--- src/rtl/frame_screen.sv ---
module frame_screen #(
  parameter int         HDR_BYTES = 14,
  parameter logic [2:0] ST_SELF   = 3'b011,
  parameter logic [2:0] ST_IDLE   = 3'b010,
  parameter logic [2:0] ST_SOFT   = 3'b100,
  parameter logic [2:0] ST_PROG   = 3'b101,
  parameter logic [7:0] RD_ADDR   = 8'h01,
  parameter logic [7:0] DISC_ADDR = 8'h11,
  parameter logic [7:0] DISC_VAL  = 8'h02,
  parameter logic [7:0] LOC_ANY   = 8'hFF,
  parameter logic [7:0] TY_RST    = 8'h52,
  parameter logic [7:0] TY_QRY    = 8'h51,
  parameter logic [7:0] TY_SOFT   = 8'h53,
  parameter logic [7:0] TY_PROG   = 8'h50
) (
  input  logic       clk,
  input  logic       rst,
  input  logic [2:0] st_cur,
  output logic       st_we,
  output logic [2:0] st_next,
  input  logic [7:0] slot_id,
  output logic       xc_go,
  output logic       xc_rd,
  output logic [7:0] xc_addr,
  output logic [7:0] xc_wdata,
  input  logic [7:0] xc_rdata,
  input  logic       xc_done,
  output logic       rst_req,
  output logic       qry_req
);
  localparam int CW = $clog2(HDR_BYTES + 3);
  localparam logic [CW-1:0] LOC_IDX = CW'(HDR_BYTES);
  localparam logic [CW-1:0] TYP_IDX = CW'(HDR_BYTES + 1);

  typedef enum logic [2:0] {P_OFF, P_ISSUE, P_WAIT, P_DISC, P_DWAIT, P_HAND, P_HOLD} phase_t;
  typedef enum logic [1:0] {K_NONE, K_RST, K_QRY} kind_t;

  phase_t        ph;
  kind_t         kind;
  logic [CW-1:0] cnt;
  logic [2:0]    dest;
  logic          was_active;
  logic          active, entry, loc_ok, writing;

  assign active  = (st_cur == ST_SELF);
  assign entry   = active && !was_active;
  assign loc_ok  = (xc_rdata == slot_id) || (xc_rdata == LOC_ANY);
  assign writing = (ph == P_DISC) || (ph == P_DWAIT);

  always_ff @(posedge clk or posedge rst) begin
    if (rst) begin
      was_active <= 1'b0;
      ph         <= P_OFF;
      cnt        <= '0;
      dest       <= ST_IDLE;
      kind       <= K_NONE;
    end else begin
      was_active <= active;
      if (!active) begin
        ph <= P_OFF;
      end else if (entry) begin
        ph   <= P_ISSUE;
        cnt  <= '0;
        dest <= ST_IDLE;
        kind <= K_NONE;
      end else begin
        case (ph)
          P_ISSUE: ph <= P_WAIT;
          P_WAIT: if (xc_done) begin
            cnt <= cnt + 1'b1;
            if (cnt == LOC_IDX && !loc_ok) begin
              dest <= ST_IDLE;
              ph   <= P_DISC;
            end else if (cnt == TYP_IDX) begin
              case (xc_rdata)
                TY_SOFT: begin dest <= ST_SOFT; ph <= P_HAND; end
                TY_PROG: begin dest <= ST_PROG; ph <= P_HAND; end
                TY_RST:  begin dest <= ST_IDLE; kind <= K_RST; ph <= P_DISC; end
                TY_QRY:  begin dest <= ST_IDLE; kind <= K_QRY; ph <= P_DISC; end
                default: begin dest <= ST_IDLE; ph <= P_DISC; end
              endcase
            end else begin
              ph <= P_ISSUE;
            end
          end
          P_DISC:  ph <= P_DWAIT;
          P_DWAIT: if (xc_done) ph <= P_HAND;
          P_HAND:  ph <= P_HOLD;
          default: ;
        endcase
      end
    end
  end

  assign xc_go    = active && ((ph == P_ISSUE) || (ph == P_DISC));
  assign xc_rd    = !writing;
  assign xc_addr  = writing ? DISC_ADDR : RD_ADDR;
  assign xc_wdata = writing ? DISC_VAL : 8'h00;
  assign st_we    = active && (ph == P_HAND);
  assign st_next  = dest;
  assign rst_req  = st_we && (kind == K_RST);
  assign qry_req  = st_we && (kind == K_QRY);
endmodule


--- config.mk ---
export PLATFORM = sky130hd
export DESIGN_NAME = frame_screen
export DESIGN_NICKNAME = d
export VERILOG_FILES = /design/src/rtl/frame_screen.sv
export SDC_FILE = /design/constraint.sdc
export NUM_CORES = 1
export LEC_CHECK = 0
export BUFFER_PORTS_ARGS = -buffer_cell sky130_fd_sc_hd__buf_2
export CAP_MARGIN = 5
export CORE_MARGIN = 3
export CORE_UTILIZATION = 30
export DETAILED_ROUTE_END_ITERATION = 8
export PLACE_DENSITY = 0.6
export SLEW_MARGIN = 20
export SYNTH_ARGS = -nofsm -noshare
export SYNTH_HDL_FRONTEND = slang
export SYNTH_SLANG_ARGS = --single-unit
export TNS_END_PERCENT = 50
--- constraint.sdc ---
create_clock -name clk -period 2.2 [get_ports clk]
set_input_delay 0 -clock clk [delete_from_list [all_inputs] [get_ports clk]]
set_output_delay 0 -clock clk [all_outputs]
set_load 0.005 [all_outputs]
==> flow_summary.yaml, run 1 <==
cells_and_area:
  fin_cells: 203
  synthToLayoutAreaGrowth_pct: 17.6
  final_core_util_pct: 37.4
  final_area_sq_um: 1280
  nets: 183
  drive_above_1_share_pct: 28.0
  diodes: 0
clock_network:
  numCtsBuffers: 3
  clock-root-buffer: "clkbuf_4"
  htreeDepth: 1
  cts_resized: 0
  insertion_delay_ns: 0.29
  cts_sinks: 14
  cts.path.max_buffers: 2
  clkTransAtPathRegs_ns: 0.09
  cts_tree: "yes"
place:
  placed_cells: 195
  io_buffers: 31
  gp_congestion: 0.840
  hpwl_microns: 1870
  place_area_sq_um: 1200
critical_path:
  end_kind: "flop"
  reg2reg_depth: 7
  worstSetupEndpoint: "kind[0]"
  crit_fanout: 7
  cp.arrival_ns: 1.94
  cp_top_family: "buffers and inverters"
  rr_endpoint: "st_next[0]"
  rrSetupSlack_ns: 0.46
  path_cells: "dlygate4sd3_1 > buf_2 > xor2_1 > nor4_1 > a211o_1 > and4_4 > mux2i_1 > a21oi_1"
  r2r_start: "cnt[0]"
  worstPathRequired_ns: 2.36
  critical_path_class: "in2reg"
  crit_path_start_kind: "input port"
  slowest_stage: "dlygate4sd3_1"
  startpoint: "xc_rdata[1]"
  cp.depth: 8
  crit_buf_inv: 2
  cpPeakStageDelay_ns: 0.53
timing:
  skew_ns: 0.00500
  finalCriticalPeriod_ns: 1.78
  fmax_mhz: 561
  final-hold-violation-count: 0
  tns_ns: 0
  final_max_slew_viol_count: 0
  tightest_slew_ns: 0.553
  slew_headroom_pct: 63.1
  fin_crit_sh_pct: 81.0
  setup_viol: 0
  rsz0062_at_grt: "false"
global_route:
  track_usage_pct: 12.0
  grtUsageMet1_pct: 16.1
  grt_pass1_vias: 943
  grt_start_max_net_pins: 15
  grt.met2_usage_pct: 19.1
  grt_pass1_wl_microns: 4080
  met3_usage_pct: 2.04
  grt.busiest_layer: "met2"
  overflow: 0
  antenna_found_initial: 0
power_and_ir_drop:
  comb_power_share_pct: 13.5
  switching_power_uw: 134
  p_seq_share_pct: 50.0
  power.density_nw_per_um2: 411
  pwr-share-clk_pct: 36.5
  internal-power_uw: 391
  power_uw: 525
  irDropWorstVdd_uv: 132
  swShare_pct: 25.6
  p_leak_uw: 0.000631
detailed_routing:
  drt-total-wl_microns: 2340
  dr.first_iter.drc_count: 56
  viasPerCell: 4.66
  wl_per_cell_microns: 11.5
  drc: 0
  drt_first_pass_iters: 4
  ant_nets: 0
  num_vias: 946
synthesis:
  synth_cell_type_count: 36
  yosys_most_used_dff: "dfrtp_1"
  ys_seq_area_share_pct: 32.3
  yosys_warnings: 0
  synth_area_leader_cell: "dfrtp_1"
  async_flop_share_pct: 100
  synth.area.top_cells: "dfrtp_1 30%, buf_4 11%, xor2_1 8.1%"
  syn_inst: 124
  syn_area_per_cell_sq_um: 8.77
  synthesis.area_sq_um: 1090
  synth.top_cell.area_share_pct: 29.9
  ys_ff_latch: 14
  synth_edf_count: 0
status:
  status: "finished clean"
floorplanning:
  die_area_sq_um: 4380
  die_h_microns: 66.2
  core_area_sq_um: 3420
  rows: 21
  io_pins: 46
  fp.dieW_microns: 66.2
  initial_utilization_pct: 31.8
worst_hold_path:
  hp-class: "in2reg"
  whs_path_depth: 3
job:
  maxCapViolCount: 0
cell usage after synthesis (3+ instances only):
cell type	number
nand2_1	12
o21ai_0	3
a21oi_1	4
nand4_1	4
inv_1	9
xor2_1	10
nand3_1	3
nand3b_1	3
mux2i_1	3
nor2_1	9
dfrtp_1	13
nor4_1	3
ha_1	3
buf_4	16
stage by stage:
stage,worst slack (ns),hold WS (ns)
after floorplan,0.525,-0.111
after global placement,0.507,0.0733
after detailed placement,0.481,0.0812
after CTS,0.392,0.221
after global routing,0.234,0.259
final,0.419,0.215
per-layer routing:
layer	up-vias	share of wire [%]	wire (microns)
li1	463	-	-
met3	4	8.1	190
met1	435	44	1040
met2	44	46	1080
met4	0	1.7	39
met5	-	0	0
flip-flops by register name, indices dropped and copies added, names as in the netlist:
signal      count
was_active      1
st_next         3
cnt             5
kind            2
ph              3
repair_timing:
action	in CTS	in global routing
endpoints found under the hold margin	15	0
hold buffers	4	0
buffers inserted	0	0
worst reg2reg max path, delay by kind of cell, from the launching register on:
kind / cells / cell delay [ns]
AO/OA/AOI/OAI: 3 / 0.77
adder cells (fa/ha/maj): 1 / 0.15
buffers and inverters: 1 / 0.07
flip-flops: 1 / 0.43
AND/OR/NAND/NOR: 2 / 0.21
cell usage in the layout, fill, tap and decap left out, types with 2 or more instances in the layout:
| master | n |
|---|---|
| nand4_1 | 4 |
| a31oi_1 | 2 |
| nand2_1 | 12 |
| nor2_1 | 9 |
| and2b_2 | 2 |
| inv_1 | 9 |
| xor2_1 | 10 |
| nand3_1 | 3 |
| nor4_1 | 3 |
| a21oi_1 | 4 |
| a22o_1 | 2 |
| mux2i_1 | 3 |
| clkbuf_4 | 3 |
| nor3b_1 | 2 |
| conb_1 | 14 |
| ha_1 | 3 |
| dfrtp_1 | 13 |
| o31ai_1 | 2 |
| buf_2 | 31 |
| dlygate4sd3_1 | 4 |
| nand3b_1 | 3 |
| and3_1 | 2 |
| o21ai_0 | 3 |
cell type report:
cell class / instances / area (sq um)
multi-input combinational: 94 / 597
inverter: 9 / 33.8
tap: 46 / 57.6
fill: 374 / 2140
clock buffer: 4 / 36.3
sequential: 14 / 352
timing repair buffer: 36 / 203
cell families after synthesis:
logic type      synth area share (%)
compound gates                  11.5
xor+xnor                        8.05
fa+ha+maj                       3.45
buf+inv                         16.9
flops                           32.3
mux                             2.76
other cells                    0.691
simple gates                    24.3
power groups by stage:
stage / combinational, uW / clock, uW / sequential, uW
floorplan: 55.4 / 0 / 264
global placement: 63.1 / 0 / 268
detailed placement: 65.8 / 0 / 268
CTS: 71.5 / 194 / 263
global route: 81.2 / 206 / 263
finish: 70.7 / 192 / 263
worst min-delay path by stage:
stage                  end  slack (ns)  startpoint
finish               ph[0]        0.22   st_cur[2]
global route         ph[0]        0.26   st_cur[2]
CTS                  ph[0]        0.22   st_cur[2]
detailed placement  cnt[1]        0.08         rst
global placement    cnt[2]        0.07         rst
floorplan           cnt[0]       -0.11         rst
(Power assumes the default switching activity.)
==> inputs of run 2 (changes only) <==
ABC_AREA = 1   (was unset)
PLACE_DENSITY = 0.61   (was 0.6)
clock period = 1.6 ns   (was 2.2 ns; I/O delays follow)
==> run 2 against run 1 <==
Effect of this change:
- area after synthesis rose by 15%
- combinational power rose by 130%
- sequential share of layout area fell by 3.6 points
- via count rose by 24%
- worst hold slack got worse by 0.20 ns
- sequential power rose by 51%
- clock-buffer cell count did not move
- register-to-register slack got worse by 0.33 ns
- first-iteration DRC count rose by 57%
- global-route usage fell by 1.6 points
- critical endpoint is now st_next[0]
- largest power group unchanged
- highest routed layer unchanged
==> flow_summary.yaml, run 2 <==
status:
  status: "finished clean"
detailed_routing:
  dr.first_iter.drc_count: 88
  drt-total-wl_microns: 2500
  num_vias: 1169
  drc: 0
  viasPerCell: 4.19
  drt_first_pass_iters: 6
  wl_per_cell_microns: 8.97
  ant_nets: 0
synthesis:
  synth_common_cells: "65 x nand2_1, 30 x inv_1, 20 x nor2_1, 16 x buf_4, 13 x dfrtp_1"
  synth_area_leader_cell: "dfrtp_1"
  async_flop_share_pct: 100
  yosys_warnings: 0
  synth.top_cell.area_share_pct: 26.0
  synthesis.area_sq_um: 1250
  synth.area.top_cells: "dfrtp_1 26%, nand2_1 19%, buf_4 9.6%"
  yosys_most_used_dff: "dfrtp_1"
  synth_edf_count: 0
  ys_seq_area_share_pct: 28.1
  syn_area_per_cell_sq_um: 6.36
  synth_cell_type_count: 23
  ys_ff_latch: 14
  syn_inst: 197
  yosysMostFrequentCell: "nand2_1"
critical_path:
  worstPathRequired_ns: 1.74
  end_kind: "flop"
  cp.arrival_ns: 1.61
  crit_path_start_kind: "flop"
  worstSetupEndpoint: "st_next[0]"
  crit_fanout: 6
  startpoint: "cnt[1]"
  critical_path_class: "reg2reg"
  rr_endpoint: "st_next[0]"
  reg2reg_depth: 9
  rrSetupSlack_ns: 0.13
  r2r_start: "cnt[1]"
timing:
  tightest_slew_ns: 0.542
  finalCriticalPeriod_ns: 1.47
  rsz0062_at_grt: "true"
  fin_crit_sh_pct: 92.2
  final-hold-violation-count: 0
  final_max_slew_viol_count: 0
  skew_ns: 0.00190
  setup_ws_ns: 0.125
  slew_headroom_pct: 63.8
  fmax_mhz: 678
  setup_viol: 0
job:
  maxCapViolCount: 0
floorplanning:
  core_area_sq_um: 3830
  die_h_microns: 70.6
  io_pins: 46
  die_area_sq_um: 4990
  rows: 22
  fp.dieW_microns: 70.6
  initial_utilization_pct: 32.7
cells_and_area:
  nFillCells: 415
  nets: 257
  layout_common_cells: "65 x nand2_1, 31 x buf_2, 29 x inv_1"
  final_area_sq_um: 1470
  top_register: "cnt"
  diodes: 0
  final_common_cell: "nand2_1"
  drive_above_1_share_pct: 23.4
  synthToLayoutAreaGrowth_pct: 17.7
  fin_cells: 279
  largest_reg_flops: 5
  final_core_util_pct: 38.5
power_and_ir_drop:
  irDropWorstVdd_uv: 185
  p_leak_uw: 0.000836
  power.density_nw_per_um2: 582
place:
  hpwl_microns: 2080
  dp_slack_ns: 0.0935
  place_area_sq_um: 1390
  gp_congestion: 0.802
  placed_cells: 272
  io_buffers: 31
clock_network:
  clock-root-buffer: "clkbuf_8"
  cts_tree: "yes"
  htreeDepth: 1
  insertion_delay_ns: 0.24
  cts_sinks: 14
  cts.path.max_buffers: 2
  numCtsBuffers: 3
  clkTransAtPathRegs_ns: 0.06
worst_hold_path:
  hp-start: "st_cur[0]"
  hp-class: "in2reg"
  whs_path_depth: 3
global_route:
  antenna_found_initial: 0
  overflow: 0
  grt_pass1_wl_microns: 4280
  grt_pass1_vias: 1048
  track_usage_pct: 10.4
  grt_start_max_net_pins: 15
## run 2: cell count changes in the layout (fill, tap and decap cells not counted), sizes merged, moves of 3 or more
cell	delta
inv	+25
nand2	+56
nand3	+5
nor4	-3
xor2	-10
nor3	+5
mux2i	-3
xnor2	+3
nor2	+17
nand3b	-3
## run 2: stage by stage
step | hold slack (ns) | setup TNS, ns | total power, uW
after CTS | 0.00615 | 0 | 876
final | 0.0113 | 0 | 858
after floorplan | -0.111 | 0 | 524
after detailed placement | 0.0852 | 0 | 560
after global placement | 0.0785 | 0 | 559
after global routing | 0.0179 | -0.00425 | 923
## run 2: kinds of logic (layout without fill, tap and decap cells)
logic type	after synthesis	in the layout	share of synthesized area, %
buffers and inverters	50	72	19.8
flip-flops	14	14	28.1
adder cells (fa/ha/maj)	3	3	3.00
other	2	14	0.600
XOR/XNOR	3	3	2.10
AND/OR/NAND/NOR	115	115	42.2
AO/OA/AOI/OAI	10	10	4.30
## run 2: worst min-delay path by stage
stage / to
floorplan: cnt[0]
global placement: kind[0]
detailed placement: kind[1]
CTS: was_active
global route: was_active
finish: was_active
## run 2: final cells by class
class	count	area, sq um	area share, %
Inverter	34	128	8.66
Tap cell	48	60.1	4.07
Sequential cell	14	352	23.9
Multi-Input combinational cell	145	707	48.0
Clock buffer	4	45.0	3.06
Timing Repair Buffer	34	183	12.4
## run 2: routing by layer
metal | part of all wire [%] | GRT usage (%) | vias up
li1 | - | - | 641
met1 | 45 | 12.6 | 496
met2 | 48 | 17.7 | 30
met3 | 5.4 | 1.99 | 2
met4 | 1.4 | 5.22 | 0
met5 | 0 | 0 | -
## run 2: worst max-delay path, cell delays in order, from the launching register on
cell     delay [ns]
dfrtp_1        0.41
ha_1           0.17
inv_1          0.05
nor2_1         0.13
ha_2           0.25
inv_1          0.05
nand3_1        0.09
nand2_1        0.09
nand2_1        0.07
nand2_1        0.04
## run 2: power breakdown
| group | switching [uW] | internal, uW | total [uW] |
|---|---|---|---|
| Combinational | 96.7 | 64.0 | 161 |
| Sequential | 15.7 | 381 | 396 |
| Clock | 125 | 176 | 301 |
| Total | 238 | 621 | 858 |
## run 2: timing repair
item                       in CTS  in global routing
gates resized for setup         0                  3
setup buffers                   0                  1
hold buffers                    2                  0
setup endpoints to repair       0                  7
hold endpoints to repair       14                  0
==> inputs of run 3 (changes only) <==
CAP_MARGIN = 20   (was 5)
CORE_UTILIZATION = 44   (was 30)
PLACE_DENSITY = 0.81   (was 0.61)
REMOVE_ABC_BUFFERS = 1   (was unset)
==> run 3 against run 2 <==
Effect of this change:
- largest power group unchanged
- total power fell by 8.3%
- clock power is 28% lower
- routed wire length fell by 1.3%
- die area shrank 29%
- sequential cell count did not move
- highest routed layer unchanged
- critical path depth unchanged
==> flow_summary.yaml, run 3 (synthesis gave the netlist of run 2 again) <==
floorplanning:
  die_area_sq_um: 3520
  io_pins: 46
  fp.dieW_microns: 59.4
  die_h_microns: 59.4
  initial_utilization_pct: 48.4
  rows: 18
  core_area_sq_um: 2590
detailed_routing:
  viasPerCell: 4.64
  num_vias: 1215
  drt-total-wl_microns: 2470
  drc: 0
  ant_nets: 0
  wl_per_cell_microns: 9.42
  dr.first_iter.drc_count: 47
  drt_first_pass_iters: 5
clock_network:
  numCtsBuffers: 3
  cts.path.max_buffers: 2
  insertion_delay_ns: 0.28
  cts_tree: "yes"
  clkTransAtPathRegs_ns: 0.08
  clock-root-buffer: "clkbuf_4"
  htreeDepth: 1
  cts_sinks: 14
critical_path:
  crit_path_start_kind: "flop"
  cp.arrival_ns: 1.64
  rrSetupSlack_ns: 0.14
  r2r_start: "cnt[1]"
  crit_fanout: 6
  crit_buf_inv: 2
  reg2reg_depth: 9
  cpPeakStageDelay_ns: 0.42
  path_cells: "ha_1 > inv_1 > nor2_1 > ha_2 > inv_1 > nand3_1 > nand2_1 > nand2_1 > nand2_1"
  slowest_stage: "dfrtp_1"
  end_kind: "flop"
  cpMostUsedCell: "nand2_1"
  worstPathRequired_ns: 1.78
  cp_top_family: "simple AND/OR/NAND/NOR gates"
  critical_path_class: "reg2reg"
  rr_endpoint: "st_next[0]"
power_and_ir_drop:
  power.density_nw_per_um2: 545
  irDropWorstVdd_uv: 453
  power_uw: 787
  p_leak_uw: 0.000833
cells_and_area:
  layout_common_cells: "65 x nand2_1, 31 x buf_2, 29 x inv_1"
  final_area_sq_um: 1440
  drive_above_1_share_pct: 23.3
  final_common_cell: "nand2_1"
  diodes: 0
  largest_reg_flops: 5
  synthToLayoutAreaGrowth_pct: 15.2
  top_register: "cnt"
  final_core_util_pct: 55.7
  nets: 258
timing:
  slew_headroom_pct: 63.2
  tightest_slew_ns: 0.551
  rsz0062_at_grt: "false"
  finalCriticalPeriod_ns: 1.46
  fmax_mhz: 686
  final-hold-violation-count: 0
  skew_ns: 0.00340
  tns_ns: 0
  final_max_slew_viol_count: 0
  setup_viol: 0
  fin_crit_sh_pct: 91.1
global_route:
  grt_pass1_wl_microns: 4090
  grt_start_max_net_pins: 15
  antenna_found_initial: 0
  overflow: 0
  grt_pass1_vias: 1040
  track_usage_pct: 14.7
worst_hold_path:
  worst_hold_path.endpoint: "st_next[0]"
  hp-class: "in2reg"
  hp-start: "xc_rdata[1]"
  whs_path_depth: 4
status:
  status: "finished clean"
place:
  hpwl_microns: 2020
  place_area_sq_um: 1370
  io_buffers: 31
  gp_congestion: 0.876
job:
  maxCapViolCount: 0
==> run 3: cell types whose count changed in the layout (fill, tap and decap cells not counted), sizes merged <==
cell         before  now
dlygate4sd3       2    3
==> run 3: worst max path at each step <==
stage | startpoint | depth (start not counted) | end
2_1_floorplan | cnt[0] | 9 | st_next[0]
3_3_place_gp | cnt[0] | 9 | st_next[2]
3_5_place_dp | cnt[0] | 9 | st_next[0]
4_1_cts | cnt[0] | 9 | st_next[0]
5_1_grt | cnt[0] | 9 | st_next[2]
6_report | cnt[1] | 9 | st_next[0]
==> run 3: final cells by class <==
class | instances | area (sq um)
fillers | 254 | 1150
multi-input cells | 145 | 707
clock buffers | 4 | 26.3
repair buffers | 35 | 193
inverters | 34 | 128
flip-flops and latches | 14 | 352
well taps | 30 | 37.5
==> run 3: worst register-to-register path: stages, from the launching register on <==
cell and delay, ns:
dfrtp_1 0.42, ha_1 0.18, inv_1 0.05, nor2_1 0.13
ha_2 0.24, inv_1 0.05, nand3_1 0.09, nand2_1 0.09
nand2_1 0.07, nand2_1 0.05
==> run 3: where the power goes <==
part	leakage [uW]	switching [uW]	internal, uW
combinational	0.000630	101	73.4
sequential	0.000189	15.8	380
clock	0.0000150	120	96.8
==> run 3: metal layers <==
layer  GRT usage (%)  routed length, microns  vias up
met1            18.6                    1060      526
met5               0                       0        -
met3            1.31                     165        4
met2            25.6                    1200       45
li1                -                       -      640
met4            5.83                      41        0
==> run 3: through the flow <==
step | std cells | hold WS, ns | setup slack [ns]
2_1_floorplan | 193 | -0.111 | 0.210
5_1_grt | 262 | 0.0937 | 0.0293
4_1_cts | 261 | 0.0448 | 0.0957
3_5_place_dp | 254 | 0.0719 | 0.111
6_report | 262 | 0.0535 | 0.142
3_3_place_gp | 254 | 0.0633 | 0.152
==> run 3: repair_timing <==
action,4_1_cts,5_1_grt
hold buffers,3,0
setup buffers,0,1
setup endpoints to repair,0,7
resized for setup,0,3
hold endpoints to repair,14,0
